## src/rtl/rx_route_pkg.sv

```systemverilog
package rx_route_pkg;
  localparam int HDR_W = 128;

  typedef enum logic [1:0] {
    DEST_APP  = 2'd0,
    DEST_CFG  = 2'd1,
    DEST_MSG  = 2'd2,
    DEST_DROP = 2'd3
  } dest_e;

  // Strobes from control to datapath
  typedef struct packed {
    logic  hdrTake;
    dest_e hdrDest;
    logic  beatTake;
    dest_e beatDest;
  } route_strb_t;

  localparam logic [4:0] TYPE_MEM  = 5'b00000;
  localparam logic [4:0] TYPE_IO   = 5'b00010;
  localparam logic [4:0] TYPE_CFG0 = 5'b00100;
  localparam logic [4:0] TYPE_CFG1 = 5'b00101;

  function automatic logic msgCodeOk(input logic [7:0] code);
    return (code == 8'h14) || (code == 8'h18) || (code == 8'h19) ||
           (code == 8'h1B) || (code == 8'h50);
  endfunction
endpackage

```

## src/rtl/rx_route_ctrl.sv

```systemverilog
module rx_route_ctrl
  import rx_route_pkg::*;
#(
  parameter int NUM_BAR = 3,
  parameter logic [NUM_BAR*64-1:0] BAR_BASE = '0,
  parameter logic [NUM_BAR*64-1:0] BAR_MASK = '0,
  parameter logic [NUM_BAR-1:0]    BAR_IO   = '0
) (
  input  logic               clk,
  input  logic               rstN,
  input  logic               hdrValid,
  input  logic [6:0]         fmtType,
  input  logic [7:0]         msgCode,
  input  logic [63:0]        addrWords,
  input  logic               beatValid,
  input  logic               beatEop,
  output route_strb_t        strb,
  output logic [NUM_BAR-1:0] barHit,
  output logic               urErr,
  output logic               cplReq
);
  logic        hasData, is4dw, isMem, isIo, isCfg0, isCfg1, isMsg, nonPosted;
  logic [4:0]  typ;
  logic [63:0] addr;
  logic [NUM_BAR-1:0] barMatch;
  dest_e       hdrDest, routeDest;
  logic        routeActive;
  logic        unusedDw3Low;

  assign unusedDw3Low = ^addrWords[33:32];

  assign hasData = fmtType[6];
  assign is4dw   = fmtType[5];
  assign typ     = fmtType[4:0];
  assign isMem   = (typ == TYPE_MEM);
  assign isIo    = (typ == TYPE_IO);
  assign isCfg0  = (typ == TYPE_CFG0);
  assign isCfg1  = (typ == TYPE_CFG1);
  assign isMsg   = (typ[4:3] == 2'b10);
  assign nonPosted = (isMem && !hasData) || isIo || isCfg0 || isCfg1;

  assign addr = is4dw ? {addrWords[31:0], addrWords[63:34], 2'b00}
                      : {32'h0, addrWords[31:2], 2'b00};

  for (genvar i = 0; i < NUM_BAR; i++) begin : gBar
    assign barMatch[i] = (((addr ^ BAR_BASE[i*64 +: 64]) & BAR_MASK[i*64 +: 64]) == 64'h0)
                         && (BAR_IO[i] ? isIo : isMem);
  end

  // lowest index wins
  assign barHit = barMatch & (~barMatch + {{(NUM_BAR-1){1'b0}}, 1'b1});

  always_comb begin
    if ((isMem || isIo) && (|barMatch)) hdrDest = DEST_APP;
    else if (isCfg0)                    hdrDest = DEST_CFG;
    else if (isMsg && msgCodeOk(msgCode)) hdrDest = DEST_MSG;
    else                                hdrDest = DEST_DROP;
  end

  always_comb begin
    strb.hdrTake  = hdrValid;
    strb.hdrDest  = hdrDest;
    strb.beatTake = beatValid && routeActive;
    strb.beatDest = routeDest;
  end

  always_ff @(posedge clk or negedge rstN) begin
    if (!rstN) begin
      routeActive <= 1'b0;
      routeDest   <= DEST_DROP;
      urErr       <= 1'b0;
      cplReq      <= 1'b0;
    end else begin
      if (beatValid && beatEop) routeActive <= 1'b0;
      if (hdrValid) begin
        routeActive <= hasData;
        routeDest   <= hdrDest;
      end
      urErr  <= hdrValid && (hdrDest == DEST_DROP) && (nonPosted || isMsg);
      cplReq <= hdrValid && (hdrDest == DEST_DROP) && nonPosted;
    end
  end
endmodule

```

## src/rtl/rx_route_dp.sv

```systemverilog
module rx_route_dp
  import rx_route_pkg::*;
#(
  parameter int DATA_W  = 64,
  parameter int NUM_BAR = 3
) (
  input  logic               clk,
  input  logic               rstN,
  input  route_strb_t        strb,
  input  logic [HDR_W-1:0]   hdrData,
  input  logic [NUM_BAR-1:0] barHit,
  input  logic               beatSop,
  input  logic               beatEop,
  input  logic [DATA_W-1:0]  beatData,
  output logic [HDR_W-1:0]   hdrOut,
  output logic               appHdrValid,
  output logic [NUM_BAR-1:0] appBarHit,
  output logic               cfgHdrValid,
  output logic               msgHdrValid,
  output logic [DATA_W-1:0]  beatOut,
  output logic               beatOutSop,
  output logic               beatOutEop,
  output logic               appBeatValid,
  output logic               cfgBeatValid,
  output logic               msgBeatValid
);
  logic hdrFwd, beatFwd;

  assign hdrFwd  = strb.hdrTake  && (strb.hdrDest  != DEST_DROP);
  assign beatFwd = strb.beatTake && (strb.beatDest != DEST_DROP);

  always_ff @(posedge clk or negedge rstN) begin
    if (!rstN) begin
      hdrOut       <= '0;
      appHdrValid  <= 1'b0;
      appBarHit    <= '0;
      cfgHdrValid  <= 1'b0;
      msgHdrValid  <= 1'b0;
      beatOut      <= '0;
      beatOutSop   <= 1'b0;
      beatOutEop   <= 1'b0;
      appBeatValid <= 1'b0;
      cfgBeatValid <= 1'b0;
      msgBeatValid <= 1'b0;
    end else begin
      appHdrValid <= hdrFwd && (strb.hdrDest == DEST_APP);
      cfgHdrValid <= hdrFwd && (strb.hdrDest == DEST_CFG);
      msgHdrValid <= hdrFwd && (strb.hdrDest == DEST_MSG);
      appBarHit   <= (hdrFwd && (strb.hdrDest == DEST_APP)) ? barHit : '0;
      if (hdrFwd) hdrOut <= hdrData;

      appBeatValid <= beatFwd && (strb.beatDest == DEST_APP);
      cfgBeatValid <= beatFwd && (strb.beatDest == DEST_CFG);
      msgBeatValid <= beatFwd && (strb.beatDest == DEST_MSG);
      beatOutSop   <= beatFwd && beatSop;
      beatOutEop   <= beatFwd && beatEop;
      if (beatFwd) beatOut <= beatData;
    end
  end
endmodule

```

## src/rtl/rx_pkt_router.sv

```systemverilog
module rx_pkt_router
  import rx_route_pkg::*;
#(
  parameter int DATA_W  = 64,
  parameter int NUM_BAR = 3,
  parameter logic [NUM_BAR*64-1:0] BAR_BASE = {64'h0000_0000_0000_1000,
                                               64'h0000_0010_0000_0000,
                                               64'h0000_0000_8000_0000},
  parameter logic [NUM_BAR*64-1:0] BAR_MASK = {64'hFFFF_FFFF_FFFF_FF00,
                                               64'hFFFF_FFFF_FFF0_0000,
                                               64'hFFFF_FFFF_FFFF_F000},
  parameter logic [NUM_BAR-1:0]    BAR_IO   = 3'b100
) (
  input  logic               clk,
  input  logic               rstN,
  input  logic               hdrValid,
  input  logic [127:0]       hdrData,
  input  logic               beatValid,
  input  logic               beatSop,
  input  logic               beatEop,
  input  logic [DATA_W-1:0]  beatData,
  output logic [127:0]       hdrOut,
  output logic               appHdrValid,
  output logic [NUM_BAR-1:0] appBarHit,
  output logic               cfgHdrValid,
  output logic               msgHdrValid,
  output logic [DATA_W-1:0]  beatOut,
  output logic               beatOutSop,
  output logic               beatOutEop,
  output logic               appBeatValid,
  output logic               cfgBeatValid,
  output logic               msgBeatValid,
  output logic               urErr,
  output logic               cplReq
);
  route_strb_t        strb;
  logic [NUM_BAR-1:0] barHit;

  rx_route_ctrl #(
    .NUM_BAR(NUM_BAR), .BAR_BASE(BAR_BASE), .BAR_MASK(BAR_MASK), .BAR_IO(BAR_IO)
  ) uCtrl (
    .clk(clk), .rstN(rstN), .hdrValid(hdrValid),
    .fmtType(hdrData[30:24]), .msgCode(hdrData[39:32]), .addrWords(hdrData[127:64]),
    .beatValid(beatValid), .beatEop(beatEop),
    .strb(strb), .barHit(barHit), .urErr(urErr), .cplReq(cplReq)
  );

  rx_route_dp #(.DATA_W(DATA_W), .NUM_BAR(NUM_BAR)) uDp (
    .clk(clk), .rstN(rstN), .strb(strb), .hdrData(hdrData), .barHit(barHit),
    .beatSop(beatSop), .beatEop(beatEop), .beatData(beatData),
    .hdrOut(hdrOut), .appHdrValid(appHdrValid), .appBarHit(appBarHit),
    .cfgHdrValid(cfgHdrValid), .msgHdrValid(msgHdrValid),
    .beatOut(beatOut), .beatOutSop(beatOutSop), .beatOutEop(beatOutEop),
    .appBeatValid(appBeatValid), .cfgBeatValid(cfgBeatValid), .msgBeatValid(msgBeatValid)
  );
endmodule

```

## config.mk

```make
export PLATFORM = sky130hd
export DESIGN_NAME = rx_pkt_router
export DESIGN_NICKNAME = d
export VERILOG_FILES = /design/src/rtl/rx_route_pkg.sv /design/src/rtl/rx_route_ctrl.sv /design/src/rtl/rx_route_dp.sv /design/src/rtl/rx_pkt_router.sv
export SDC_FILE = /design/constraint.sdc
export NUM_CORES = 1
export LEC_CHECK = 0
export BUFFER_PORTS_ARGS = -buffer_cell sky130_fd_sc_hd__buf_4
export CORE_MARGIN = 3
export CORE_UTILIZATION = 30
export CTS_CLUSTER_SIZE = 16
export DETAILED_ROUTE_END_ITERATION = 10
export PLACE_DENSITY = 0.64
export SETUP_SLACK_MARGIN = 0.15
export SLEW_MARGIN = 20
export SYNTH_ARGS = -nofsm -noshare
export SYNTH_HDL_FRONTEND = slang
export SYNTH_SLANG_ARGS = --single-unit
```

## constraint.sdc

```tcl
create_clock -name clk -period 5.9 [get_ports clk]
set_clock_uncertainty 0.15 [all_clocks]
set_input_delay 0.885 -clock clk [delete_from_list [all_inputs] [get_ports clk]]
set_output_delay 0.885 -clock clk [all_outputs]
set_load 0.02 [all_outputs]
```

==> flow_metrics.env <==
export IMPL_outcome="completed"
export IMPL_synth_edf_count=0
export IMPL_internal_power_mw=3.39
export IMPL_core_area_sq_um=26300
export IMPL_critPathLaunchType="input pin"
export IMPL_crit_type="in -> reg"
export IMPL_stdcell_area_sq_um=12200
export IMPL_setup_tns_ns=0
export IMPL_slowest_stage="o41ai_1"
export IMPL_period_minus_slack_ns=3.82
export IMPL_fin_cells=1284
export IMPL_grt_start_max_net_pins=123
export IMPL_synth_cells=520
export IMPL_vias=5807
export IMPL_pre_cts_ws_ns=1.55
export IMPL_grt_pass1_wl_mm=34.6
export IMPL_grt_setup_unrepaired="no"
export IMPL_finalHoldViolCount=0
export IMPL_fin_crit_sh_pct=64.8
export IMPL_crit_buf_inv=2
export IMPL_post_route_drc_count=0
export IMPL_synth_area_sq_um=8090
export IMPL_syn_num_nets=718
export IMPL_crit_family="compound AO/OA/AOI/OAI gates"
export IMPL_cts_hold_buf=0
export IMPL_tightestPinTransition_ns=0.874
export IMPL_dp_cells=1241
export IMPL_io_pins=403
export IMPL_layout_setup_ws_ns=2.08
export IMPL_r2r_slack_ns=3.82
export IMPL_drtIter0Drc=202
export IMPL_path_clk_slew_ns=0.06
export IMPL_cts_setup_buffers=0
export IMPL_diodes=0
export IMPL_crit_arrival_ns=4.06
export IMPL_dieArea_sq_um=29000
export IMPL_hp_class="in -> async"
export IMPL_slew_headroom_pct=41.4
export IMPL_r2r_cells=3
export IMPL_cts_htree_levels=1
export IMPL_synth_flop_cell="dfrtp_1"
export IMPL_via_per_inst=4.52
export IMPL_cp_max_fo=85
export IMPL_die_x_microns=170
export IMPL_area_delta_synth_final_pct=51.4
export IMPL_final_core_util_pct=46.6
export IMPL_initial_utilization_pct=30.8
export IMPL_yosysWarnings=0
export IMPL_place_area_sq_um=11500
export IMPL_cts_buffers=24
export IMPL_r2r_start="uCtrl.routeDest[0]"
export IMPL_antenna_found_initial=0
export IMPL_irDropWorstVdd_mv=0.251
export IMPL_ys_async_sr_fraction_pct=100
export IMPL_path_cells="buf_4 -> nor4_1 -> nand4_1 -> o41ai_1 -> and4_1 -> a211oi_1 -> a21oi_4 -> buf_12 -> mux2_2"
export IMPL_switching_share_pct=30.6
export IMPL_ant_nets=0
export IMPL_required_ns=6.14
export IMPL_portBuffers=402
export IMPL_die_y_microns=170
export IMPL_pwr_share_clk_pct=30.2
export IMPL_power_density_nw_per_um2=398
export IMPL_drt_pass1_iter_count=4
export IMPL_ys_ff_latch=208
export IMPL_setup_worst_path_start="hdrData[67]"
export IMPL_cts_root_buf="clkbuf_16"
export IMPL_post_drt_wl_per_cell_microns=17.7
export IMPL_cts_repair_resized=0
export IMPL_power_switching_mw=1.49
export IMPL_cts_buffer_depth=3
export IMPL_ys_seq_area_share_pct=64.4
export IMPL_grt_usage_pct=14.9
export IMPL_max_freq_ghz=0.262
export IMPL_rows=59
export IMPL_maxCapViolCount=0
export IMPL_cts_sinks=208
export IMPL_synth_distinct_cells=46
export IMPL_grt_pass1_vias=6283
export IMPL_gp_congestion=0.751
export IMPL_wirelength_mm=22.7
export IMPL_cts_tree="yes"
export IMPL_fillers=2435
export IMPL_layout_nets=1130
export IMPL_max_stage_delay_ns=0.55
export IMPL_p_comb_share_pct=30.2
export IMPL_setup_viol=0
export IMPL_power_frac_seq_pct=39.6
export IMPL_overflow=0
export IMPL_clock_latency_ns=0.50
export IMPL_worstSetupEndpointType="flip-flop"
export IMPL_drv_slew=0
export IMPL_avgSynthCellArea_sq_um=15.6
export IMPL_drive_gt1_share_pct=64.8
export IMPL_hpwl_mm=17.2
export IMPL_reg2reg_to="uDp.beatOut[48]"
export IMPL_p_leak_nw=6.05
## layout make-up
class | count | area, sq um | share of cell area, %
clock inverters | 5 | 58.8 | 0.480
inverters | 11 | 41.3 | 0.337
clock buffers | 38 | 734 | 6.00
repair buffers | 408 | 3090 | 25.3
flip-flops and latches | 208 | 5210 | 42.5
multi-input cells | 279 | 2690 | 22.0
well taps | 335 | 419 | 3.42
## registers in the layout (all words and copies together) (netlist names), 2 cells and up
register and flops:
uDp.beatOut 64, uCtrl.routeDest 2, uDp.hdrOut 128, uDp.appBarHit 3
## logic make-up (layout without fill, tap and decap cells)
logic type	after synthesis	after routing	synth area share [%]
XOR/XNOR	1	1	0.108
multiplexers	188	188	26.2
flip-flops	208	208	64.4
AND/OR/NAND/NOR	66	66	4.64
AO/OA/AOI/OAI	24	24	2.21
buffers and inverters	33	462	2.51
## synthesized netlist by cell type, types with 2 or more instances
cell | number | area [sq um]
a21oi_1 | 5 | 25.0
and2_1 | 4 | 25.0
nor2b_1 | 3 | 18.8
buf_4 | 10 | 75.1
a211oi_1 | 2 | 15.0
o21ai_0 | 3 | 15.0
nor3_1 | 10 | 50.1
nor2_1 | 13 | 48.8
buf_8 | 3 | 45.0
inv_1 | 11 | 41.3
o22ai_1 | 3 | 18.8
nor3b_1 | 2 | 15.0
nor4_1 | 5 | 31.3
nand4_1 | 4 | 25.0
a21o_1 | 2 | 15.0
dfstp_2 | 2 | 52.6
mux2_1 | 26 | 293
nand2_1 | 11 | 41.3
dfrtp_1 | 206 | 5150
mux2_2 | 162 | 1820
clkbuf_1 | 8 | 30.0
## metal layers
metal  vias up  track usage, %  part of all wire (%)
met4         0            4.62                   3.2
met3        39            4.04                   7.6
met1      2851            17.4                    38
met2       229            26.6                    51
li1       2688               -                     -
met5         -               0                     0
## worst max-delay path by stage
stage / to / cells after the start
6_report: uDp.hdrOut[10] / 9
5_1_grt: uDp.hdrOut[51] / 9
3_3_place_gp: uDp.hdrOut[11] / 9
2_1_floorplan: uDp.hdrOut[114] / 10
3_5_place_dp: uDp.hdrOut[11] / 9
4_1_cts: uDp.hdrOut[10] / 9
## power groups by stage
stage,registers (mW),logic (mW),clock network [mW]
after floorplan,2.35,0.303,0
after global placement,1.94,1.48,0
after detailed placement,1.95,1.50,0
after CTS,1.93,1.50,1.52
after global routing,1.97,1.56,1.58
final,1.93,1.47,1.48
## per-stage QoR
stage / hold WS, ns / power, mW
3_3_place_gp: 0.320 / 3.43
2_1_floorplan: 0.353 / 2.66
5_1_grt: 0.292 / 5.11
3_5_place_dp: 0.326 / 3.45
4_1_cts: 0.291 / 4.95
6_report: 0.249 / 4.88
## worst reg2reg max path: stages (launching register included)
cell and delay (ns):
dfstp_2 0.57, a21o_2 0.13, buf_4 0.64, mux2_2 0.48
## cell usage in the layout (no fill, tap or decap), drive strengths merged, types with 4 or more instances in the layout
cell type / synthesis / final
a21oi: 5 / 5
and2: 4 / 4
buf: 14 / 407
clkbuf: 8 / 39
dfrtp: 206 / 206
inv: 11 / 12
mux2: 188 / 188
nand2: 11 / 11
nand4: 4 / 4
nor2: 13 / 13
nor3: 10 / 10
nor4: 5 / 5
(Power assumes the default switching activity.)
